$ cat src/rtl/rst_clk_ramp_seq.sv
`timescale 1ns/1ps
module rst_clk_ramp_seq #(
  parameter int STEPS       = 4,
  parameter int LOCK_CYCLES = 256,
  parameter int DIV_W       = 4
) (
  input  logic             clk,
  input  logic             rst_n,
  input  logic             pwr_ok,
  input  logic             fwd_rst,
  input  logic             bist_done,
  input  logic             cfi_done,
  input  logic             sleep_req,
  input  logic             wake_req,
  output logic [DIV_W-1:0] in_div,
  output logic [DIV_W-1:0] out_div,
  output logic             bist_start,
  output logic             cfi_start,
  output logic             running,
  output logic             asleep
);
  localparam int SW = (STEPS > 1) ? $clog2(STEPS) : 1;
  localparam int CW = (LOCK_CYCLES > 1) ? $clog2(LOCK_CYCLES) : 1;
  localparam logic [SW-1:0] LAST_STEP = SW'(STEPS - 1);
  localparam logic [CW-1:0] LAST_CNT = CW'(LOCK_CYCLES - 1);
  localparam logic [DIV_W-1:0] IN_TOP = DIV_W'(STEPS);
  localparam logic [DIV_W-1:0] OUT_TOP = DIV_W'(2 * STEPS);

  typedef enum logic [3:0] {
    S_IDLE, S_UP, S_WFWD1, S_BIST, S_WFWD2, S_CFI, S_RUN, S_DOWN, S_SLEEP
  } state_t;

  state_t        st;
  logic [SW-1:0] step;
  logic [CW-1:0] cnt;
  logic          warm;
  logic          lock_done;

  assign lock_done = (cnt == LAST_CNT);
  assign in_div    = IN_TOP - DIV_W'(step);
  assign out_div   = OUT_TOP - (DIV_W'(step) << 1);
  assign running   = (st == S_RUN);
  assign asleep    = (st == S_SLEEP);

  always_ff @(posedge clk or negedge rst_n) begin
    if (!rst_n) begin
      st <= S_IDLE;
      step <= '0;
      cnt <= '0;
      warm <= 1'b0;
      bist_start <= 1'b0;
      cfi_start <= 1'b0;
    end else if (!pwr_ok) begin
      st <= S_IDLE;
      step <= '0;
      cnt <= '0;
      warm <= 1'b0;
      bist_start <= 1'b0;
      cfi_start <= 1'b0;
    end else begin
      bist_start <= 1'b0;
      cfi_start <= 1'b0;
      cnt <= cnt + 1'b1;
      case (st)
        S_IDLE: begin
          st <= S_UP;
          cnt <= '0;
        end
        S_UP:
          if (lock_done) begin
            cnt <= '0;
            if (step == LAST_STEP) st <= warm ? S_RUN : S_WFWD1;
            else step <= step + 1'b1;
          end
        S_WFWD1:
          if (fwd_rst) begin
            st <= S_BIST;
            bist_start <= 1'b1;
          end
        S_BIST:
          if (bist_done) st <= S_WFWD2;
        S_WFWD2:
          if (fwd_rst) begin
            st <= S_CFI;
            cfi_start <= 1'b1;
          end
        S_CFI:
          if (cfi_done) st <= S_RUN;
        S_RUN:
          if (sleep_req) begin
            st <= S_DOWN;
            cnt <= '0;
            if (step != '0) step <= step - 1'b1;
          end
        S_DOWN:
          if (lock_done) begin
            cnt <= '0;
            if (step == '0) begin
              st <= S_SLEEP;
              warm <= 1'b1;
            end else begin
              step <= step - 1'b1;
            end
          end
        S_SLEEP:
          if (wake_req) begin
            st <= S_UP;
            cnt <= '0;
            step <= '0;
          end
        default: st <= S_IDLE;
      endcase
    end
  end

  // a power-good drop clears to the initial outputs at the next edge
  assert_pwr_clear_R2: assert property (@(posedge clk) disable iff (!rst_n)
    !pwr_ok |=> (in_div == IN_TOP && out_div == OUT_TOP && !running && !asleep
                 && !bist_start && !cfi_start));

  // dividers hold while a lock interval is still counting
  assert_lock_hold_R3: assert property (@(posedge clk) disable iff (!rst_n || !pwr_ok)
    (st == S_UP && !lock_done) |=> ($stable(in_div) && $stable(out_div)));

  // forward-reset during the ramp starts nothing
  assert_ramp_ignores_fwd_R4: assert property (@(posedge clk) disable iff (!rst_n || !pwr_ok)
    (st == S_UP && fwd_rst) |=> (!bist_start && !cfi_start));

  // self-test strobe is one cycle and follows a forward-reset pulse
  assert_bist_pulse_R5: assert property (@(posedge clk) disable iff (!rst_n)
    bist_start |=> !bist_start);
  assert_bist_cause_R5: assert property (@(posedge clk) disable iff (!rst_n)
    bist_start |-> $past(fwd_rst));

  // clock-forward strobe is one cycle and never overlaps the other
  assert_cfi_pulse_R6: assert property (@(posedge clk) disable iff (!rst_n)
    cfi_start |=> !cfi_start);
  assert_strobes_apart_R6: assert property (@(posedge clk) disable iff (!rst_n)
    !(bist_start && cfi_start));

  // run is entered only on a done report or at the end of a wake ramp
  assert_run_entry_R7: assert property (@(posedge clk) disable iff (!rst_n)
    $rose(running) |-> ($past(cfi_done) || $past(warm)));

  // sleep is reached only at the lowest-frequency step
  assert_sleep_low_R8: assert property (@(posedge clk) disable iff (!rst_n)
    asleep |-> (in_div == IN_TOP));
endmodule

$ cat config.mk
export PLATFORM = sky130hd
export DESIGN_NAME = rst_clk_ramp_seq
export DESIGN_NICKNAME = d
export VERILOG_FILES = /design/src/rtl/rst_clk_ramp_seq.sv
export SDC_FILE = /design/constraint.sdc
export NUM_CORES = 1
export LEC_CHECK = 0
export ABC_CLOCK_PERIOD_IN_PS = 1860
export BUFFER_PORTS_ARGS = -buffer_cell sky130_fd_sc_hd__buf_2
export CAP_MARGIN = 40
export CORE_UTILIZATION = 35
export DETAILED_ROUTE_END_ITERATION = 8
export PLACE_DENSITY_LB_ADDON = 0.15
export SLEW_MARGIN = 5
export SYNTH_ARGS = -nofsm -noshare
export SYNTH_HDL_FRONTEND = slang
export SYNTH_SLANG_ARGS = --single-unit
$ cat constraint.sdc
create_clock -name clk -period 1.86 [get_ports clk]
set_clock_uncertainty 0.1 [all_clocks]
set_input_delay 0.558 -clock clk [delete_from_list [all_inputs] [get_ports clk]]
set_output_delay 0.558 -clock clk [all_outputs]
set_load 0.02 [all_outputs]
## Word level (Yosys, flattened, before mapping)

Index checks and enable logic that the tools add are counted.

| cells by class | value |
|---|---|
| add/sub/neg operators | 5 |
| reduce and logical (&&, ||, !) cells | 7 |
| multiplexer cells | 36 |
| eq/ne operators | 27 |

Operators by type and width:

| cell | number |
|---|---|
| 2-to-1 mux 4 bit | 11 |
| != test 3 bit (second input constant) | 12 |
| one-hot mux 4 bit (9 select lines) | 1 |
| 2-to-1 mux 8 bit | 4 |
| one-hot mux 8 bit (4 select lines) | 1 |
| == test 4 x 3 -> 1 bit (second input constant) | 4 |
| 2-to-1 mux 2 bit | 8 |
| AND reduction 10 bit | 1 |
| 2-to-1 mux 1 bit | 9 |
| adder 8 x 1 -> 8 bit (second input constant) | 1 |
| == test 4 x 2 -> 1 bit (second input constant) | 2 |
| == test 8 bit (second input constant) | 1 |
| one-hot mux 2 bit (4 select lines) | 1 |
| AND reduction 8 bit | 1 |
| != test 2 x 1 -> 1 bit (second input constant) | 3 |
| != test 5 x 1 -> 1 bit (second input constant) | 1 |
| == test 4 x 1 -> 1 bit (second input constant) | 1 |
| == test 4 bit (second input constant) | 1 |
| logical NOT 4 bit | 1 |
| subtractor 3 x 2 -> 4 bit (first input constant) | 1 |
| subtractor 4 x 3 -> 4 bit (first input constant) | 1 |
| 2-to-1 mux 3 bit | 1 |
| != test 3 x 2 -> 1 bit (second input constant) | 1 |
| AND reduction 3 bit | 1 |
| 6 further kinds | 6 |

| storage, ports and cells | value |
|---|---|
| register bits after elaboration | 17 |

## Depth between registers and ports, before layout

Gate-level depths: netlist (run 1).

| depth | value |
|---|---|
| depth after elaboration | 5 |
| depth in mapped cells | 7 |

## Worst setup path after synthesis (run 1)

OpenSTA, ideal clock, no wires.

| path | value |
|---|---|
| path kind | register to register |
| from | register step[0] |
| to | register st[2] |
| arrival time | 1863 ps |
| data required time | 1640 ps |
| clock period less this slack | 2083 ps |
| cell stages (with the launch flop) | 8 |
| path buffers | 0 |
| setup slack | -223 ps |
| path through | dfrtp_1 > inv_1 > ha_1 > and4b_1 > o21ai_1 > a31oi_2 > or2_2 > a31o_1 |

| between the ends | value |
|---|---|
| word-level cells in the longest chain between the ends | 3 |
| elaborated cells on any way between the ends | 5 |
| those cells by class | eq/ne (3); reduce/logical (2) |

Ends and longest elaborated chain:

| element | RTL line | text |
|---|---|---|
| start, declared | 34 | `logic [SW-1:0] step;` |
| start signal, assigned | 73 | `else step <= step + 1'b1;` |
| start signal, assigned | 93 | `if (step != '0) step <= step - 1'b1;` |
| start signal, assigned | 102 | `step <= step - 1'b1;` |
| == test 2 bit / logical NOT 2 bit (equally long branches) | 72, 98 |  |
| != test 3 bit (no source line) | -- |  |
| AND reduction 10 bit (no source line) (*) | -- |  |
| end signal, assigned | 72 | `if (step == LAST_STEP) st <= warm ? S_RUN : S_WFWD1;` |
| end, declared | 33 | `state_t st;` |

Mark *: on every way between the ends. The rest lies on a longest branch, timed or not.
A chain may end at the register's enable or synchronous reset.

## Worst setup path in the final report (run 1)

| path | value |
|---|---|
| from | register st[1] |
| to | output asleep |

| between the ends | value |
|---|---|
| word-level cells in the longest chain between the ends | 1 |

Ends and longest elaborated chain:

| element | RTL line | text |
|---|---|---|
| == test 4 bit | 43 | `assign asleep = (st == S_SLEEP);` |
| end, declared | 20 | `output logic asleep` |

No other way between the ends.

==> reports/metrics.yaml, run 1 <==
via_per_inst: 5.01
violations: "setup timing"
synthAdderAreaFrac_pct: 3.37
irDropWorstVdd_uv: 627
hold_class: "in2async"
yosys_warnings: 0
diodes: 0
final_cell_mix: "buf_4, nor2_1, dfrtp_1"
period_share_pct: 108
dr.first_iter.drc_count: 24
cts_sinks: 17
slowest_delay_ns: 0.46
syn_avg_cell_area_um2: 9.19
first_global_vias: 1034
synthMuxAreaShare_pct: 1.35
post-dp-hpwl_um: 1970
slowest_stage: "dfrtp_2"
cts_made_buffers: 3
path_depth: 3
rsz0062_at_grt: "true"
die_area_um2: 3410
start_kind: "flop"
track_usage_pct: 18.2
synth_seq_area_share_pct: 38.2
ff2ff_path_depth: 6
cpLargestDelayFamily: "flip-flops"
io-pin-count: 20
synthToLayoutAreaGrowth_pct: 44.5
core_area_um2: 3030
cts_tree: "built"
root_buffer: "clkbuf_4"
hold_viol_final: 0
cp-end-kind: "output port"
post-place-ws_ns: -0.165
syn-cell-area_um2: 1110
num_vias: 1047
r2r-end: "step[1]$_DFFE_PN0P_"
antenna_found_initial: 0
place_congestion: 0.847
finalHoldWorstSlack_ns: 0.0525
period_needed_ns: 2.01
yosys.area_share.simple_pct: 23.6
htree_levels: 1
grt_overflow: 0
arrival_ns: 1.35
wire_per_inst_um: 14.0
drc: 0
row_count: 20
cts_buffer_depth: 2
synth-compound-area-share_pct: 18.2
cts.clk_slew.worst_paths_ns: 0.11
regToRegSetupSlack_ns: -0.14
crit_type: "reg2out"
critPathBufInv: 2
ys_ff_latch: 17
wl_um: 2930
ant_nets: 0
drt_first_pass_iters: 4
clock_latency_ns: 0.30
fillers: 290
crit_path_cell_trace: "buf_12 -> nor4b_4 -> buf_4"
synth_cell_types: 42
synthCells: 121
finalMaxSlewViolations: 0
drv_cap: 0
drive_gt1_share_pct: 46.7
synth_top_family_by_area: "simple AND/OR/NAND/NOR gates"
pwr_density_cell_nw_per_um2: 1150
leakagePower_uw: 0.000719
cp.required_ns: 1.20
synthXorXnorAreaFrac_pct: 5.51
fp.dieW_um: 58.4
grt_pass1_wl_um: 4620
worstPathMaxFanout: 3
fmax_mhz: 498
final_common_cell: "buf_4"
reg2reg_from: "st[1]$_DFFE_PN0P_"
dpl_cell_area_um2: 1360
finalInstanceArea_um2: 1610
die_y_um: 58.4
grt_max_degree: 18
portBuffers: 17
start_util_pct: 36.7
nets: 177
fin_ws_ns: -0.148
finalSetupViolCount: 14
status: "finished with violations"
## worst register-to-register path, delay by kind of cell (launching register included)
family	cells	cell delay [ns]
AO/OA/AOI/OAI	4	0.94
buffers and inverters	1	0.15
AND/OR/NAND/NOR	1	0.24
flip-flops	1	0.46
## synthesized netlist by cell type
cell,n,area (um2)
ha_1,3,37.5
o31ai_4,1,21.3
o22ai_1,1,6.26
and3_1,1,6.26
o311a_1,1,10.0
o21ai_1,2,10.0
clkbuf_1,1,3.75
nor4b_2,1,15.0
nor3b_2,1,12.5
a41o_1,1,10.0
inv_1,6,22.5
nand4_1,1,6.26
o21a_1,1,7.51
buf_6,2,22.5
or3_1,2,12.5
a31oi_2,1,12.5
nor3_1,5,25.0
o41ai_2,1,16.3
o211ai_1,1,7.51
a31oi_1,3,18.8
buf_2,2,10.0
mux2_4,1,15.0
o31a_1,1,8.76
o32a_1,1,10.0
and4b_1,1,10.0
xnor2_1,5,43.8
a211oi_1,2,15.0
nand2b_1,5,31.3
or2_2,1,6.26
nand3b_1,2,15.0
a31o_1,1,8.76
dfrtp_1,17,425
xor2_1,2,17.5
nand3_1,5,25.0
nand2_1,4,15.0
conb_1,1,3.75
nor4_1,1,6.26
buf_4,6,45.0
nor2_1,18,67.6
and3b_1,1,8.76
a21oi_1,3,15.0
o21ai_0,5,25.0
## logic make-up after synthesis
family / Yosys count
AOI/OAI and AO/OA: 26
xor gates and xnor gates: 7
adders and majority gates: 3
buffers and inverters: 17
DFF: 17
muxes: 1
other: 1
and+or+nand+nor: 49
## timing repair
action,4_1_cts,5_1_grt
endpoints found under the hold margin,0,0
setup endpoints to repair,20,20
buffers inserted,9,5
hold buffers,0,0
resized for setup,18,10
pin swaps,7,7
cloned,1,0
## worst max path at each step
| stage | slack [ns] | start | endpoint |
|---|---|---|---|
| 2_1_floorplan | 0.003 | sleep_req | step[1]$_DFFE_PN0P_ |
| 3_3_place_gp | -0.14 | sleep_req | step[1]$_DFFE_PN0P_ |
| 3_5_place_dp | -0.16 | sleep_req | step[1]$_DFFE_PN0P_ |
| 4_1_cts | -0.13 | st[2]$_DFFE_PN0P_ | asleep |
| 5_1_grt | -0.18 | st[1]$_DFFE_PN0P_ | asleep |
| 6_report | -0.15 | st[1]$_DFFE_PN0P_ | asleep |
## where the power goes
group,leakage (uW),switching (uW),internal [uW],total [uW]
Combinational,0.000475,571,588,1160
Sequential,0.000228,67.6,421,488
Clock,0.0000150,126,83.6,210
## registers in the layout, indices dropped and copies added, names as in the netlist
| signal | count |
|---|---|
| cnt | 8 |
| cfi_start | 1 |
| bist_start | 1 |
| step | 2 |
| warm | 1 |
| st | 4 |
## through the flow
stage	TNS (ns)	power, uW	utilization (%)	instances
after global routing	-1.82	1970	53.1	209
final	-1.14	1860	53.1	209
after floorplan	0	1120	-	122
after detailed placement	-1.76	1340	45.0	190
after CTS	-0.494	1690	50.4	204
after global placement	-1.28	1330	45.0	190
## cell type report
cell class	count	area, um2	area share, %
sequential	17	430	26.8
clock buffer	4	26.3	1.63
inverter	6	22.5	1.40
timing repair buffer	49	375	23.3
multi-input combinational	89	698	43.4
tap	44	55.1	3.42
## layer usage
metal / up-vias / global-route usage [%] / part of all wire [%] / wire (um)
li1: 506 / - / - / -
met1: 510 / 22.6 / 44 / 1280
met2: 27 / 31.4 / 51 / 1490
met3: 4 / 4.62 / 4.3 / 125
met4: 0 / 5.44 / 1.1 / 33
met5: - / 0 / 0 / 0
Note: power is estimated with default switching activity, not from simulation.
==> run 2: changes to the inputs <==
--- a/config.mk
+++ b/config.mk
@@ -8,7 +8,7 @@
 export ABC_CLOCK_PERIOD_IN_PS = 1860
 export BUFFER_PORTS_ARGS = -buffer_cell sky130_fd_sc_hd__buf_2
 export CAP_MARGIN = 40
-export CORE_UTILIZATION = 35
+export CORE_UTILIZATION = 40
 export DETAILED_ROUTE_END_ITERATION = 8
 export PLACE_DENSITY_LB_ADDON = 0.15
 export SLEW_MARGIN = 5
==> run 2 against run 1 <==
Against the previous run: the flow still finishes with violations (setup timing); largest cell class unchanged; largest power group unchanged; flip-flop and latch count stayed put; final cell count down 6.7%; non-clock buffer count stayed put; sequential power is essentially flat.
==> reports/metrics.yaml, run 2 (synthesis results as in run 1) <==
status: "finished with violations"
violations: "setup timing"
drt_first_pass_iters: 4  # unchanged
antenna_found_initial: 0  # unchanged
wire_per_inst_um: 14.1  # +0.74%
finalSetupViolCount: 8  # -6
period_needed_ns: 1.98  # -0.0263 ns
rsz0062_at_grt: "true"
fillers: 232  # -20%
htree_levels: 1  # unchanged
grt_max_degree: 18  # unchanged
via_per_inst: 5.37  # +7.3%
grt_pass1_wl_um: 4250  # -7.9%
diodes: 0  # unchanged
post-dp-hpwl_um: 1880  # -4.3%
num_vias: 1048  # +0.096%
portBuffers: 17  # unchanged
start_kind: "flop"
io-pin-count: 20  # unchanged
first_global_vias: 919  # -11%
synthToLayoutAreaGrowth_pct: 42.0
wl_um: 2750  # -6.0%
core_area_um2: 2540  # -16%
track_usage_pct: 20.3  # +2.0 points
drc: 0  # unchanged
fp.dieW_um: 54.7  # -6.2%
fin_ws_ns: -0.122  # +0.0263 ns
root_buffer: "clkbuf_4"
post-place-ws_ns: -0.186  # -0.0213 ns
timing.setup.tns_ns: -0.497  # +0.640 ns
row_count: 18  # -10%
final_common_cell: "buf_4"
largest_reg_flops: 8  # unchanged
period_share_pct: 107  # -1.4 points
cts.clk_slew.worst_paths_ns: 0.10  # about the same
drv_cap: 0  # unchanged
leakagePower_uw: 0.000713  # -0.72%
hold_buffers: 0  # unchanged
pwr_density_cell_nw_per_um2: 1170  # +1.2%
finalInstanceArea_um2: 1580  # -1.8%
crit_type: "reg2out"
worstPathMaxFanout: 6  # +3
irDropWorstVdd_uv: 859  # +37%
drive_gt1_share_pct: 46.7  # unchanged
grt_overflow: 0  # unchanged
die_area_um2: 3000  # -12%
start_util_pct: 43.7  # +7.0 points
ant_nets: 0  # unchanged
clock_latency_ns: 0.30  # about the same
finalMaxSlewViolations: 0  # unchanged
arrival_ns: 1.32  # -0.03 ns
die_y_um: 54.7  # -6.2%
fmax_mhz: 505  # +1.3%
final_cell_mix: "buf_4, nor2_1, dfrtp_1"
largestRegisters: "cnt: 8 flops, st: 4 flops, step: 2 flops"
place_congestion: 0.915  # +8.1%
cp-end-kind: "output port"
dr.first_iter.drc_count: 34  # +42%
cts_buffer_depth: 2  # unchanged
cts_sinks: 17  # unchanged
cts_tree: "built"
seq_area_um2: 430  # unchanged
cp.required_ns: 1.20  # about the same
dpl_cell_area_um2: 1360  # unchanged
hold_viol_final: 0  # unchanged
multi_input_area_um2: 696  # -0.36%
nets: 177  # unchanged
cts_made_buffers: 3  # unchanged
regMostFlops: "cnt"
hold_class: "in2async"
run 2: cell counts in the layout (fill, tap and decap cells not counted):
No cell type changed its count.
run 2: worst max-delay path: stages, from the launching register on:
cell and delay (ns):
dfrtp_2 0.47, buf_6 0.13, nor4b_4 0.24, buf_4 0.19
run 2: power breakdown:
part	total, uW	internal, uW	switching, uW	leakage, uW
registers	491	421	70.8	0.000228
logic	1150	595	560	0.000470
clock network	199	83.7	115	0.0000150
total	1850	1100	746	0.000713
run 2: area by class of cell:
cell class | count | area share, %
multi-input combinational | 89 | 44.1
sequential | 17 | 27.3
timing repair buffer | 49 | 23.2
tap | 30 | 2.38
clock buffer | 4 | 1.66
inverter | 6 | 1.43
run 2: layer usage:
| layer | GRT usage [%] | up-vias | wire (um) |
|---|---|---|---|
| li1 | - | 514 | - |
| met1 | 26.9 | 505 | 1280 |
| met2 | 31.7 | 27 | 1320 |
| met3 | 6.39 | 2 | 143 |
| met4 | 4.70 | 0 | 12 |
| met5 | 0 | - | 0 |
run 2: path summary, 6_finish.rpt:
| kind | start | endpoint | slack (ns) | depth (start not counted) |
|---|---|---|---|---|
| max reg2reg | st[2]$_DFFE_PN0P_ | step[1]$_DFFE_PN0P_ | -0.11 | 6 |
| min | rst_n | cnt[4]$_DFF_PN0_ | 0.06 | 1 |
| max | st[1]$_DFFE_PN0P_ | asleep | -0.12 | 3 |
| max in group asynchronous | rst_n | st[0]$_DFFE_PN0P_ | 1.31 | 1 |
| min reg2reg | warm$_DFFE_PN0P_ | warm$_DFFE_PN0P_ | 0.40 | 2 |
| min in group clk | warm$_DFFE_PN0P_ | warm$_DFFE_PN0P_ | 0.40 | 2 |
run 2: through the flow:
| step | total power [uW] | instances | util (%) | hold WS, ns |
|---|---|---|---|---|
| 2_1_floorplan | 1120 | 122 | - | 0.162 |
| 3_3_place_gp | 1360 | 180 | 53.6 | 0.387 |
| 3_5_place_dp | 1380 | 180 | 53.6 | 0.391 |
| 4_1_cts | 1760 | 193 | 60.4 | 0.0720 |
| 5_1_grt | 1960 | 195 | 62.0 | 0.0809 |
| 6_report | 1850 | 195 | 62.0 | 0.0596 |
run 2: what timing repair did:
action	CTS	global route
setup buffers	8	2
endpoints found under the setup margin	18	18
gates resized for setup	22	7
cloned	1	0
pin swaps	5	2
